$ cat src/rtl/bsp_pkg.sv
package bsp_pkg;

    localparam int unsigned MAX_N = 8;

    typedef enum logic {W_IDLE, W_FILL} wr_state_e;
    typedef enum logic {R_IDLE, R_DRAIN} rd_state_e;

    // Matrix-vector product over GF(2). Row r of the matrix sits in
    // bits [(n-1-r)*n +: n]; column c is bit n-1-c of that row and
    // multiplies source bit n-1-c. Row r yields destination bit n-1-r.
    function automatic logic [MAX_N-1:0] gf2_apply(
        input logic [MAX_N*MAX_N-1:0] mat,
        input logic [MAX_N-1:0]       src,
        input int unsigned            n
    );
        logic [MAX_N-1:0] dst;
        dst = '0;
        for (int unsigned r = 0; r < MAX_N; r++) begin
            for (int unsigned c = 0; c < MAX_N; c++) begin
                if (r < n && c < n) begin
                    if (mat[(n-1-r)*n + (n-1-c)] && src[n-1-c]) begin
                        dst[n-1-r] = ~dst[n-1-r];
                    end
                end
            end
        end
        return dst;
    endfunction

endpackage

$ cat src/rtl/bsp_wr_ctrl.sv
module bsp_wr_ctrl
    import bsp_pkg::*;
#(
    parameter int unsigned N       = 3,
    parameter int unsigned K       = 1,
    parameter int unsigned DATA_W  = 8,
    parameter int unsigned NUM_MAT = 2,
    parameter logic [NUM_MAT*N*N-1:0] MATS = '0
) (
    input  logic                          clk,
    input  logic                          rst_n,
    input  logic                          start_i,
    input  logic [(1<<K)*DATA_W-1:0]      in_data_i,
    output logic                          we_o,
    output logic                          wr_buf_o,
    output logic [(1<<K)-1:0][K-1:0]      wr_bank_o,
    output logic [(1<<K)-1:0][N-K-1:0]    wr_row_o,
    output logic [(1<<K)-1:0][DATA_W-1:0] wr_data_o,
    output logic                          handoff_o
);
    localparam int unsigned P     = 1 << K;
    localparam int unsigned C     = 1 << (N - K);
    localparam int unsigned ROW_W = N - K;
    localparam int unsigned NN    = N * N;
    localparam int unsigned MI_W  = (NUM_MAT > 1) ? $clog2(NUM_MAT) : 1;

    wr_state_e        state_q, state_d;
    logic [ROW_W-1:0] cnt_q;
    logic [ROW_W-1:0] cur_row;
    logic [MI_W-1:0]  mat_idx_q;
    logic             buf_q;
    logic             last_row;
    logic [NN-1:0]    cur_mat;
    logic [P-1:0][N-1:0] dest;

    // state register
    always_ff @(posedge clk or negedge rst_n) begin
        if (!rst_n) state_q <= W_IDLE;
        else        state_q <= state_d;
    end

    // next state and per-cycle write control
    always_comb begin
        state_d  = state_q;
        we_o     = 1'b0;
        last_row = 1'b0;
        cur_row  = cnt_q;
        unique case (state_q)
            W_IDLE: begin
                if (start_i) begin
                    we_o     = 1'b1;
                    cur_row  = '0;
                    last_row = (C == 1);
                    state_d  = (C == 1) ? W_IDLE : W_FILL;
                end
            end
            W_FILL: begin
                we_o = 1'b1;
                if (cnt_q == ROW_W'(C - 1)) begin
                    last_row = 1'b1;
                    state_d  = W_IDLE;
                end
            end
        endcase
    end

    always_ff @(posedge clk or negedge rst_n) begin
        if (!rst_n) begin
            cnt_q     <= '0;
            mat_idx_q <= '0;
            buf_q     <= 1'b0;
        end else if (we_o) begin
            cnt_q <= last_row ? '0 : cur_row + ROW_W'(1);
            if (last_row) begin
                buf_q     <= ~buf_q;
                mat_idx_q <= (mat_idx_q == MI_W'(NUM_MAT - 1)) ? '0 : mat_idx_q + MI_W'(1);
            end
        end
    end

    always_comb begin
        cur_mat = MATS[(NUM_MAT - 1 - int'(mat_idx_q)) * NN +: NN];
    end

    // destination address per port
    for (genvar p = 0; p < P; p++) begin : g_port
        logic [N-1:0]     src;
        logic [MAX_N-1:0] dst_full;
        always_comb begin
            src          = {cur_row, K'(p)};
            dst_full     = gf2_apply((MAX_N*MAX_N)'(cur_mat), MAX_N'(src), N);
            dest[p]      = dst_full[N-1:0];
            wr_bank_o[p] = dest[p][K-1:0];
            wr_row_o[p]  = dest[p][N-1:K];
            wr_data_o[p] = in_data_i[p*DATA_W +: DATA_W];
        end
    end

    assign wr_buf_o  = buf_q;
    assign handoff_o = we_o && last_row;

    // invertible matrix: no two ports of one cycle share a destination
    always_comb begin
        if (rst_n && we_o) begin
            for (int i = 0; i < int'(P); i++) begin
                for (int j = i + 1; j < int'(P); j++) begin
                    AST_DEST_DISTINCT: assert (dest[i] != dest[j]) else $error("dest clash");
                end
            end
        end
    end

endmodule

$ cat src/rtl/bsp_bank_store.sv
module bsp_bank_store #(
    parameter int unsigned N      = 3,
    parameter int unsigned K      = 1,
    parameter int unsigned DATA_W = 8
) (
    input  logic                          clk,
    input  logic                          we_i,
    input  logic                          wr_buf_i,
    input  logic [(1<<K)-1:0][K-1:0]      wr_bank_i,
    input  logic [(1<<K)-1:0][N-K-1:0]    wr_row_i,
    input  logic [(1<<K)-1:0][DATA_W-1:0] wr_data_i,
    input  logic                          rd_buf_i,
    input  logic [N-K-1:0]                rd_row_i,
    output logic [(1<<K)-1:0][DATA_W-1:0] rd_data_o
);
    localparam int unsigned P = 1 << K;
    localparam int unsigned C = 1 << (N - K);

    for (genvar b = 0; b < P; b++) begin : g_bank
        logic [DATA_W-1:0] cell_q [2][C];

        // any port whose destination lands in this bank writes it
        always_ff @(posedge clk) begin
            for (int p = 0; p < int'(P); p++) begin
                if (we_i && wr_bank_i[p] == K'(b)) begin
                    cell_q[wr_buf_i][wr_row_i[p]] <= wr_data_i[p];
                end
            end
        end

        assign rd_data_o[b] = cell_q[rd_buf_i][rd_row_i];
    end

endmodule

$ cat src/rtl/bsp_rd_ctrl.sv
module bsp_rd_ctrl
    import bsp_pkg::*;
#(
    parameter int unsigned N      = 3,
    parameter int unsigned K      = 1,
    parameter int unsigned DATA_W = 8
) (
    input  logic                          clk,
    input  logic                          rst_n,
    input  logic                          handoff_i,
    input  logic                          src_buf_i,
    input  logic [(1<<K)-1:0][DATA_W-1:0] row_data_i,
    output logic                          rd_buf_o,
    output logic [N-K-1:0]                rd_row_o,
    output logic                          rd_active_o,
    output logic [(1<<K)*DATA_W-1:0]      out_data_o,
    output logic                          out_valid_o
);
    localparam int unsigned C     = 1 << (N - K);
    localparam int unsigned ROW_W = N - K;

    rd_state_e        state_q, state_d;
    logic [ROW_W-1:0] cnt_q;
    logic             buf_q;

    // state register
    always_ff @(posedge clk or negedge rst_n) begin
        if (!rst_n) state_q <= R_IDLE;
        else        state_q <= state_d;
    end

    always_comb begin
        state_d = state_q;
        unique case (state_q)
            R_IDLE:  if (handoff_i) state_d = R_DRAIN;
            R_DRAIN: if (cnt_q == ROW_W'(C - 1)) state_d = handoff_i ? R_DRAIN : R_IDLE;
        endcase
    end

    always_ff @(posedge clk or negedge rst_n) begin
        if (!rst_n) begin
            cnt_q <= '0;
            buf_q <= 1'b0;
        end else if (handoff_i) begin
            cnt_q <= '0;
            buf_q <= src_buf_i;
        end else if (state_q == R_DRAIN) begin
            cnt_q <= cnt_q + ROW_W'(1);
        end
    end

    // output register
    always_ff @(posedge clk or negedge rst_n) begin
        if (!rst_n) begin
            out_valid_o <= 1'b0;
            out_data_o  <= '0;
        end else begin
            out_valid_o <= (state_q == R_DRAIN);
            if (state_q == R_DRAIN) out_data_o <= row_data_i;
        end
    end

    assign rd_buf_o    = buf_q;
    assign rd_row_o    = cnt_q;
    assign rd_active_o = (state_q == R_DRAIN);

    AST_DRAIN_READY: assert property (@(posedge clk) disable iff (!rst_n)
        handoff_i |-> (state_q == R_IDLE || cnt_q == ROW_W'(C - 1))) else $error("handoff mid-drain");
    AST_VALID_FOLLOWS: assert property (@(posedge clk) disable iff (!rst_n)
        handoff_i |-> ##2 out_valid_o) else $error("no output after handoff");

endmodule

$ cat src/rtl/bitmat_stream_perm.sv
module bitmat_stream_perm #(
    parameter int unsigned N_LOG   = 3,
    parameter int unsigned K_LOG   = 1,
    parameter int unsigned DATA_W  = 8,
    parameter int unsigned NUM_MAT = 2,
    parameter logic [NUM_MAT*N_LOG*N_LOG-1:0] MATS = 18'b001_010_100_100_110_111
) (
    input  logic                              clk,
    input  logic                              rst_n,
    input  logic                              start_i,
    input  logic [(1<<K_LOG)*DATA_W-1:0]      in_data_i,
    output logic [(1<<K_LOG)*DATA_W-1:0]      out_data_o,
    output logic                              out_valid_o
);
    localparam int unsigned P     = 1 << K_LOG;
    localparam int unsigned ROW_W = N_LOG - K_LOG;

    logic                          we;
    logic                          wr_buf;
    logic [P-1:0][K_LOG-1:0]       wr_bank;
    logic [P-1:0][ROW_W-1:0]       wr_row;
    logic [P-1:0][DATA_W-1:0]      wr_data;
    logic                          handoff;
    logic                          rd_buf;
    logic [ROW_W-1:0]              rd_row;
    logic                          rd_active;
    logic [P-1:0][DATA_W-1:0]      rd_data;

    bsp_wr_ctrl #(
        .N(N_LOG), .K(K_LOG), .DATA_W(DATA_W), .NUM_MAT(NUM_MAT), .MATS(MATS)
    ) wr_i (
        .clk(clk), .rst_n(rst_n), .start_i(start_i), .in_data_i(in_data_i),
        .we_o(we), .wr_buf_o(wr_buf), .wr_bank_o(wr_bank), .wr_row_o(wr_row),
        .wr_data_o(wr_data), .handoff_o(handoff)
    );

    bsp_bank_store #(.N(N_LOG), .K(K_LOG), .DATA_W(DATA_W)) store_i (
        .clk(clk), .we_i(we), .wr_buf_i(wr_buf), .wr_bank_i(wr_bank),
        .wr_row_i(wr_row), .wr_data_i(wr_data), .rd_buf_i(rd_buf),
        .rd_row_i(rd_row), .rd_data_o(rd_data)
    );

    bsp_rd_ctrl #(.N(N_LOG), .K(K_LOG), .DATA_W(DATA_W)) rd_i (
        .clk(clk), .rst_n(rst_n), .handoff_i(handoff), .src_buf_i(wr_buf),
        .row_data_i(rd_data), .rd_buf_o(rd_buf), .rd_row_o(rd_row),
        .rd_active_o(rd_active), .out_data_o(out_data_o), .out_valid_o(out_valid_o)
    );

    AST_BUF_SEPARATE: assert property (@(posedge clk) disable iff (!rst_n)
        (we && rd_active) |-> (wr_buf != rd_buf)) else $error("buffer collision");

endmodule

$ cat config.mk
export PLATFORM = sky130hd
export DESIGN_NAME = bitmat_stream_perm
export DESIGN_NICKNAME = d
export VERILOG_FILES = /design/src/rtl/bsp_pkg.sv /design/src/rtl/bsp_wr_ctrl.sv /design/src/rtl/bsp_bank_store.sv /design/src/rtl/bsp_rd_ctrl.sv /design/src/rtl/bitmat_stream_perm.sv
export SDC_FILE = /design/constraint.sdc
export NUM_CORES = 1
export LEC_CHECK = 0
export BUFFER_PORTS_ARGS = -buffer_cell sky130_fd_sc_hd__buf_2
export CAP_MARGIN = 10
export CORE_MARGIN = 1.5
export CORE_UTILIZATION = 27
export CTS_BUF_LIST = sky130_fd_sc_hd__clkbuf_4
export CTS_CLUSTER_DIAMETER = 60
export CTS_CLUSTER_SIZE = 28
export DETAILED_ROUTE_END_ITERATION = 10
export PLACE_DENSITY = 0.4
export SYNTH_ARGS = -nofsm -noshare
export SYNTH_HDL_FRONTEND = slang
export SYNTH_HIERARCHICAL = 1
export SYNTH_SLANG_ARGS = --single-unit
$ cat constraint.sdc
create_clock -name clk -period 2.65 [get_ports clk]
set_input_delay 0.795 -clock clk [delete_from_list [all_inputs] [get_ports clk]]
set_output_delay 0.795 -clock clk [all_outputs]
set_load 0.01 [all_outputs]
-- Yosys cells after proc, flatten, opt, wreduce, memory -nomap -nowiden
Memories as Yosys holds them, arrays and structs flattened.
Index checks and enable logic that the tools add are counted.
- bits in registers: 26
- bits in latches: 0
- RAM bits: 128
- bits in read-only memories: 0
- input port bits: 19
- output and inout port bits: 17
- logic and storage cells: 222
- memories kept: 2
- memories (name ; words ; width ; rd ports ; clocked after memory_dff ; wr ports ; line ; RTL):
    store_i.g_bank[0].cell_q ; 2 ; 32 ; 1 ; 0 ; 1 ; bsp_bank_store.sv:20 ; logic [DATA_W-1:0] cell_q [2][C];
    store_i.g_bank[1].cell_q ; 2 ; 32 ; 1 ; 0 ; 1 ; bsp_bank_store.sv:20 ;
- add/sub/neg operators: 4
- $mul: 1
- div/mod/pow operators: 0
- order comparisons: 5
- equal/unequal tests: 2
- shifts and indexed selects: 1
- multiplexer cells: 106
- bitwise logic cells: 77
- reduce and logical (&&, ||, !) cells: 15
- operators with widths (operator ; number):
    2-to-1 mux 32 bit ; 4
    2-to-1 mux 1 bit ; 83
    bitwise OR 1 bit ; 64
    2-to-1 mux 8 bit ; 6
    variable part select 18 x 33 -> 9 bit (first input constant) ; 1
    binary-select mux 8 bit (select 2 bit) ; 2
    demux 8 bit (select 2 bit) ; 2
    multiplier 32 x 4 -> 32 bit (second input constant) ; 1
    logical AND 1 bit ; 13
    2-to-1 mux 2 bit ; 5
    NOT 1 bit ; 10
    >= comparator 3 bit (second input constant) ; 3
    NOT 2 -> 3 bit ; 3
    case mux 1 bit (2 select lines) ; 4
    less-than comparator 3 x 1 -> 1 bit (second input constant) ; 2
    adder 2 x 1 -> 2 bit (second input constant) ; 2
    == test 2 bit (second input constant) ; 2
    AND reduction 2 bit ; 1
    nonzero test 2 bit ; 1
    subtractor 1 x 1 -> 2 bit (first input constant) ; 1
    adder 1 bit (second input constant) ; 1

-- Depth between registers and ports, before layout
- word-level depth: 16
- mapped depth: 8
- mapped depth without buffers: 5

-- Hierarchy
The synthesis kept the hierarchy.
- by module, submodules not included (module ; instances ; cells an instance ; area an instance (um^2) ; sequential area each (um^2)):
    bsp_bank_store ; 1 ; 290 ; 5881.9 ; 3843.7
    bsp_rd_ctrl ; 1 ; 47 ; 825.8 ; 525.5
    bsp_wr_ctrl ; 1 ; 48 ; 406.6 ; 125.1

-- Worst setup path before layout
No wires, ideal clock.
- path type: input to register
- start point: input start_i
- end point: memory store_i/g_bank[0].cell_q[1][24] (netlist name) (enable)
- setup time: 0.385 ns
- arrival time: 2.844 ns
- data required time: 2.265 ns
- path slack: -0.580 ns
- stages on the path: 7
- path through: nor2b_1 nor2_1 buf_4 buf_6 or4b_4 buf_6 a21boi_0
- RTL lines (item ; line ; RTL):
    from (decl) ; bitmat_stream_perm.sv:10 ; input logic start_i,
    to (decl) ; bsp_bank_store.sv:20 ;

==> flow_results.xml <==
<?xml version="1.0" encoding="UTF-8"?>
<metrics>
  <group name="outcome">
    <metric name="run_status" unit="">finished clean</metric>
  </group>
  <group name="flow_run">
    <metric name="cap_viol_max_count" unit="">0</metric>
  </group>
  <group name="synthesis">
    <metric name="post_synth_most_frequent_cells" unit="">sky130_fd_sc_hd__edfxtp_1, sky130_fd_sc_hd__mux2_2, sky130_fd_sc_hd__mux4_2</metric>
    <metric name="mappedNetlistNets" unit="">405</metric>
    <metric name="synth-async-reset-ratio" unit="%">16.9</metric>
    <metric name="yosys.area.top_type_share" unit="%">54.0</metric>
    <metric name="synth.distinct_cells" unit="">34</metric>
    <metric name="ys_warn_count" unit="">6</metric>
    <metric name="post-synth-top-area-cell" unit="">sky130_fd_sc_hd__edfxtp_1</metric>
    <metric name="synth_xor_area_share" unit="%">0.739</metric>
    <metric name="seq_area_frac_synth" unit="%">63.2</metric>
    <metric name="synth_simple_gate_area_share" unit="%">3.39</metric>
    <metric name="netlist_area_pre_place" unit="µm²">7110</metric>
    <metric name="synthFlopType" unit="">sky130_fd_sc_hd__edfxtp_1</metric>
    <metric name="synth_cells" unit="">385</metric>
    <metric name="syn_area_per_cell" unit="µm²">18.5</metric>
    <metric name="post_synth_mux_area_share" unit="%">26.6</metric>
    <metric name="yosys_register_bits" unit="">154</metric>
    <metric name="synth_enable_flop_cells" unit="">128</metric>
    <metric name="yosysMostFrequentCell" unit="">sky130_fd_sc_hd__edfxtp_1</metric>
    <metric name="dominant_combinational_cell_family_by_area_after_synthesis" unit="">multiplexers</metric>
    <metric name="synth_fa_ha_area_share" unit="%">0.176</metric>
    <metric name="ys_top_cells_by_area" unit="">sky130_fd_sc_hd__edfxtp_1, sky130_fd_sc_hd__mux2_2, sky130_fd_sc_hd__mux4_2, sky130_fd_sc_hd__dfrtp_1, sky130_fd_sc_hd__mux2_4</metric>
    <metric name="synth-compound-area-share" unit="%">1.86</metric>
  </group>
  <group name="placement">
    <metric name="hpwl_reported_at_the_end_of_detailed_placement" unit="µm">11800</metric>
    <metric name="port-buffer-count" unit="">35</metric>
    <metric name="place.gp.congestion" unit="">0.682</metric>
    <metric name="postPlaceCellArea" unit="µm²">7870</metric>
  </group>
  <group name="routing">
    <metric name="wire_per_inst" unit="µm">21.7</metric>
    <metric name="drt_pre_antenna_iters" unit="">4</metric>
    <metric name="viasPerCell" unit="">4.52</metric>
    <metric name="vias" unit="">3585</metric>
    <metric name="detail-route-antenna-nets" unit="">0</metric>
    <metric name="postRouteWirelength" unit="µm">17200</metric>
    <metric name="drtIter0Drc" unit="">260</metric>
    <metric name="remaining_drc_errors" unit="">0</metric>
  </group>
  <group name="die">
    <metric name="die_x" unit="µm">165</metric>
    <metric name="io_pins" unit="">36</metric>
    <metric name="die_h" unit="µm">165</metric>
    <metric name="fp.coreArea" unit="µm²">26000</metric>
    <metric name="row_count" unit="">59</metric>
    <metric name="initial_utilization" unit="%">27.4</metric>
    <metric name="fp.dieArea" unit="µm²">27300</metric>
  </group>
  <group name="power_and_ir_drop">
    <metric name="p_seq_share" unit="%">39.9</metric>
    <metric name="power_density" unit="nW/µm²">1330</metric>
    <metric name="internal-power" unit="µW">7140</metric>
    <metric name="combinationalPowerShare" unit="%">46.8</metric>
    <metric name="power_switching_share" unit="%">34.0</metric>
    <metric name="power_frac_clock" unit="%">13.2</metric>
    <metric name="leakagePower" unit="µW">0.00284</metric>
    <metric name="switchingPower" unit="µW">3670</metric>
    <metric name="vdd_drop_max" unit="mV">0.727</metric>
  </group>
  <group name="sta">
    <metric name="max_slew.worst_pin.slew" unit="ps">851</metric>
    <metric name="max_freq" unit="MHz">407</metric>
    <metric name="max-slew-margin-rel" unit="%">43.3</metric>
    <metric name="clock_skew" unit="ps">25.4</metric>
    <metric name="report.final.setup_viol" unit="">0</metric>
    <metric name="unrepaired_setup_endpoints_after_global_routing" unit="">false</metric>
    <metric name="fin_tns_setup" unit="ps">0</metric>
    <metric name="final-hold-violation-count" unit="">0</metric>
    <metric name="finalWorstPathRequiredPeriod" unit="ps">2460</metric>
    <metric name="slew_viol_final" unit="">0</metric>
    <metric name="min_period_over_period" unit="%">92.7</metric>
  </group>
  <group name="layout">
    <metric name="final_design_area_no_fill" unit="µm²">8160</metric>
    <metric name="nNetsFinal" unit="">464</metric>
    <metric name="multiInputGateArea" unit="µm²">2370</metric>
    <metric name="regArea" unit="µm²">4500</metric>
    <metric name="final_layout_size_suffix_gt1_share" unit="%">55.4</metric>
    <metric name="syn2layout_area_growth" unit="%">14.7</metric>
    <metric name="fillerInstances" unit="">2574</metric>
  </group>
  <group name="worst_setup_path">
    <metric name="endpoint_kind" unit="">flop</metric>
    <metric name="ff2ff_setup_slack" unit="ps">190</metric>
    <metric name="timing.critical_path.cells" unit="">mux2_2 -&gt; o22a_1 -&gt; or4b_4 -&gt; a21boi_4</metric>
    <metric name="timing.rr.start" unit="">wr_i/cnt_q[0]$_DFFE_PN0P_</metric>
    <metric name="timing.critical_path.from_type" unit="">flop</metric>
    <metric name="critical_path_peak_fanout" unit="">10</metric>
    <metric name="critical_path_slowest_stage_cell" unit="">sky130_fd_sc_hd__or4b_4</metric>
    <metric name="critPathLaunch" unit="">wr_i/cnt_q[0]$_DFFE_PN0P_</metric>
    <metric name="timing.reg2reg.worst_path_depth" unit="">4</metric>
    <metric name="critPathArrivalTime" unit="ps">2650</metric>
    <metric name="critical_path.max_stage_delay" unit="ps">640</metric>
    <metric name="critical_path_required" unit="ps">2840</metric>
    <metric name="crit_path_end" unit="">store_i/g_bank[0].cell_q[1][30]$_DFFE_PP_</metric>
    <metric name="regToRegEndpoint" unit="">store_i/g_bank[0].cell_q[1][30]$_DFFE_PP_</metric>
    <metric name="worst-setup-path-type" unit="">reg2reg</metric>
  </group>
  <group name="clocking">
    <metric name="numClockSinks" unit="">154</metric>
    <metric name="clock_latency" unit="ps">530</metric>
    <metric name="cts_buffer_depth" unit="">2</metric>
    <metric name="clockRootBuffer" unit="">sky130_fd_sc_hd__clkbuf_4</metric>
    <metric name="clk_transition_reported_paths" unit="ps">150</metric>
    <metric name="holdBufCountCts" unit="">0</metric>
    <metric name="cts_tree" unit="">done</metric>
    <metric name="post-cts-setup-buffer-count" unit="">0</metric>
    <metric name="postCtsResizedCells" unit="">0</metric>
    <metric name="cts-buffers-inserted" unit="">17</metric>
    <metric name="ctsHtreeMaxLevel" unit="">4</metric>
  </group>
  <group name="global_routing">
    <metric name="first_global_vias" unit="">3859</metric>
    <metric name="grt_usage" unit="%">13.4</metric>
    <metric name="antenna_found_initial" unit="">1</metric>
    <metric name="grt_max_degree" unit="">35</metric>
    <metric name="first_pass_grt_wire_length" unit="µm">25400</metric>
    <metric name="grt.overflow.total" unit="">0</metric>
  </group>
  <group name="hold_path">
    <metric name="timing.hold.worst.class" unit="">in2async</metric>
  </group>
</metrics>
## critical path: cells and delay by family (launching register included)
kind,cells,cell delay (ps)
flip-flops,1,500
AND/OR/NAND/NOR,1,640
AO/OA/AOI/OAI,2,620
multiplexers,1,370
## cells by family (layout without fill, tap and decap cells)
family                   Yosys count  in the layout
other                              0              1
flip-flops                       154            154
buffers and inverters             42            114
AND/OR/NAND/NOR                   30             30
AO/OA/AOI/OAI                     21             21
adder cells (fa/ha/maj)            1              1
multiplexers                     131            131
XOR/XNOR                           6              6
## routing by layer
| layer | part of all wire [%] | GRT usage [%] | vias up |
|---|---|---|---|
| li1 | - | - | 1638 |
| met2 | 49 | 21.5 | 62 |
| met3 | 3.5 | 2.72 | 7 |
| met5 | 0 | 0 | - |
| met1 | 47 | 18.2 | 1878 |
| met4 | 1.1 | 3.86 | 0 |
## metrics by stage
stage | worst slack [ps] | hold WS [ps] | instances | utilization (%) | total power (µW)
after floorplan | -40.8 | 374 | 385 | - | 7720
after global routing | 89.8 | 237 | 793 | 31.4 | 11500
final | 192 | 262 | 793 | 31.4 | 10800
after global placement | -137 | 486 | 760 | 30.3 | 9480
after detailed placement | -161 | 493 | 760 | 30.3 | 9530
after CTS | 149 | 229 | 792 | 31.4 | 11000
## placed cells by master, fill, tap and decap left out, types with 2 or more instances in the layout
| master | n |
|---|---|
| sky130_fd_sc_hd__a21boi_2 | 3 |
| sky130_fd_sc_hd__mux2_2 | 83 |
| sky130_fd_sc_hd__buf_12 | 6 |
| sky130_fd_sc_hd__nand2_1 | 2 |
| sky130_fd_sc_hd__nand4bb_1 | 6 |
| sky130_fd_sc_hd__a21oi_1 | 7 |
| sky130_fd_sc_hd__dfrtp_1 | 25 |
| sky130_fd_sc_hd__nand4b_1 | 3 |
| sky130_fd_sc_hd__a21boi_1 | 4 |
| sky130_fd_sc_hd__xnor2_1 | 4 |
| sky130_fd_sc_hd__o21ai_0 | 2 |
| sky130_fd_sc_hd__buf_4 | 37 |
| sky130_fd_sc_hd__clkinvlp_4 | 2 |
| sky130_fd_sc_hd__mux4_2 | 32 |
| sky130_fd_sc_hd__nor2_1 | 8 |
| sky130_fd_sc_hd__clkinv_1 | 3 |
| sky130_fd_sc_hd__nand4b_2 | 3 |
| sky130_fd_sc_hd__bufinv_16 | 2 |
| sky130_fd_sc_hd__xor2_1 | 2 |
| sky130_fd_sc_hd__inv_6 | 2 |
| sky130_fd_sc_hd__buf_2 | 35 |
| sky130_fd_sc_hd__clkinv_4 | 5 |
| sky130_fd_sc_hd__mux2_4 | 15 |
| sky130_fd_sc_hd__clkbuf_4 | 18 |
| sky130_fd_sc_hd__edfxtp_1 | 128 |
| sky130_fd_sc_hd__inv_1 | 4 |
## how the worst min path moves through the flow
| stage | startpoint | slack [ps] | cells past startpoint | to |
|---|---|---|---|---|
| 2_1_floorplan | rd_i/rd_active_o$_DFF_PN0_ | 370 | 0 | rd_i/out_valid_o$_DFF_PN0_ |
| 3_3_place_gp | rd_i/out_data_o[12]$_DFFE_PN0P_ | 490 | 1 | rd_i/out_data_o[12]$_DFFE_PN0P_ |
| 3_5_place_dp | rd_i/out_data_o[6]$_DFFE_PN0P_ | 490 | 1 | rd_i/out_data_o[6]$_DFFE_PN0P_ |
| 4_1_cts | rst_n | 230 | 1 | rd_i/out_data_o[14]$_DFFE_PN0P_ |
| 5_1_grt | rst_n | 240 | 1 | rd_i/out_data_o[14]$_DFFE_PN0P_ |
| 6_report | rst_n | 260 | 1 | rd_i/out_data_o[14]$_DFFE_PN0P_ |
## cell type report
type,count,area share [%]
Antenna cell,1,0.0307
Sequential cell,154,55.1
Timing Repair Buffer,78,7.02
Clock inverter,14,1.81
Clock buffer,18,1.66
Multi-Input combinational cell,189,29.0
Inverter,4,0.184
Tap cell,335,5.14
## power by group through the flow
stage	Combinational, µW	Sequential [µW]	Clock [µW]
floorplan	3410	4310	0
global placement	5100	4380	0
detailed placement	5120	4410	0
CTS	5150	4350	1500
global route	5490	4430	1580
finish	5060	4320	1430
## registers in the layout, indices dropped and copies added (netlist names)
name	flops
store_i/g_bank.cell_q	128
rd_i/out_data_o	16
rd_i/rd_row_o	2
wr_i/cnt_q	2
rd_i/out_valid_o	1
rd_i/rd_active_o	1
rd_i/rd_buf_o	1
wr_i/mat_idx_q	1
wr_i/state_q	1
wr_i/wr_buf_o	1
Power figures use the tool's default switching activity.
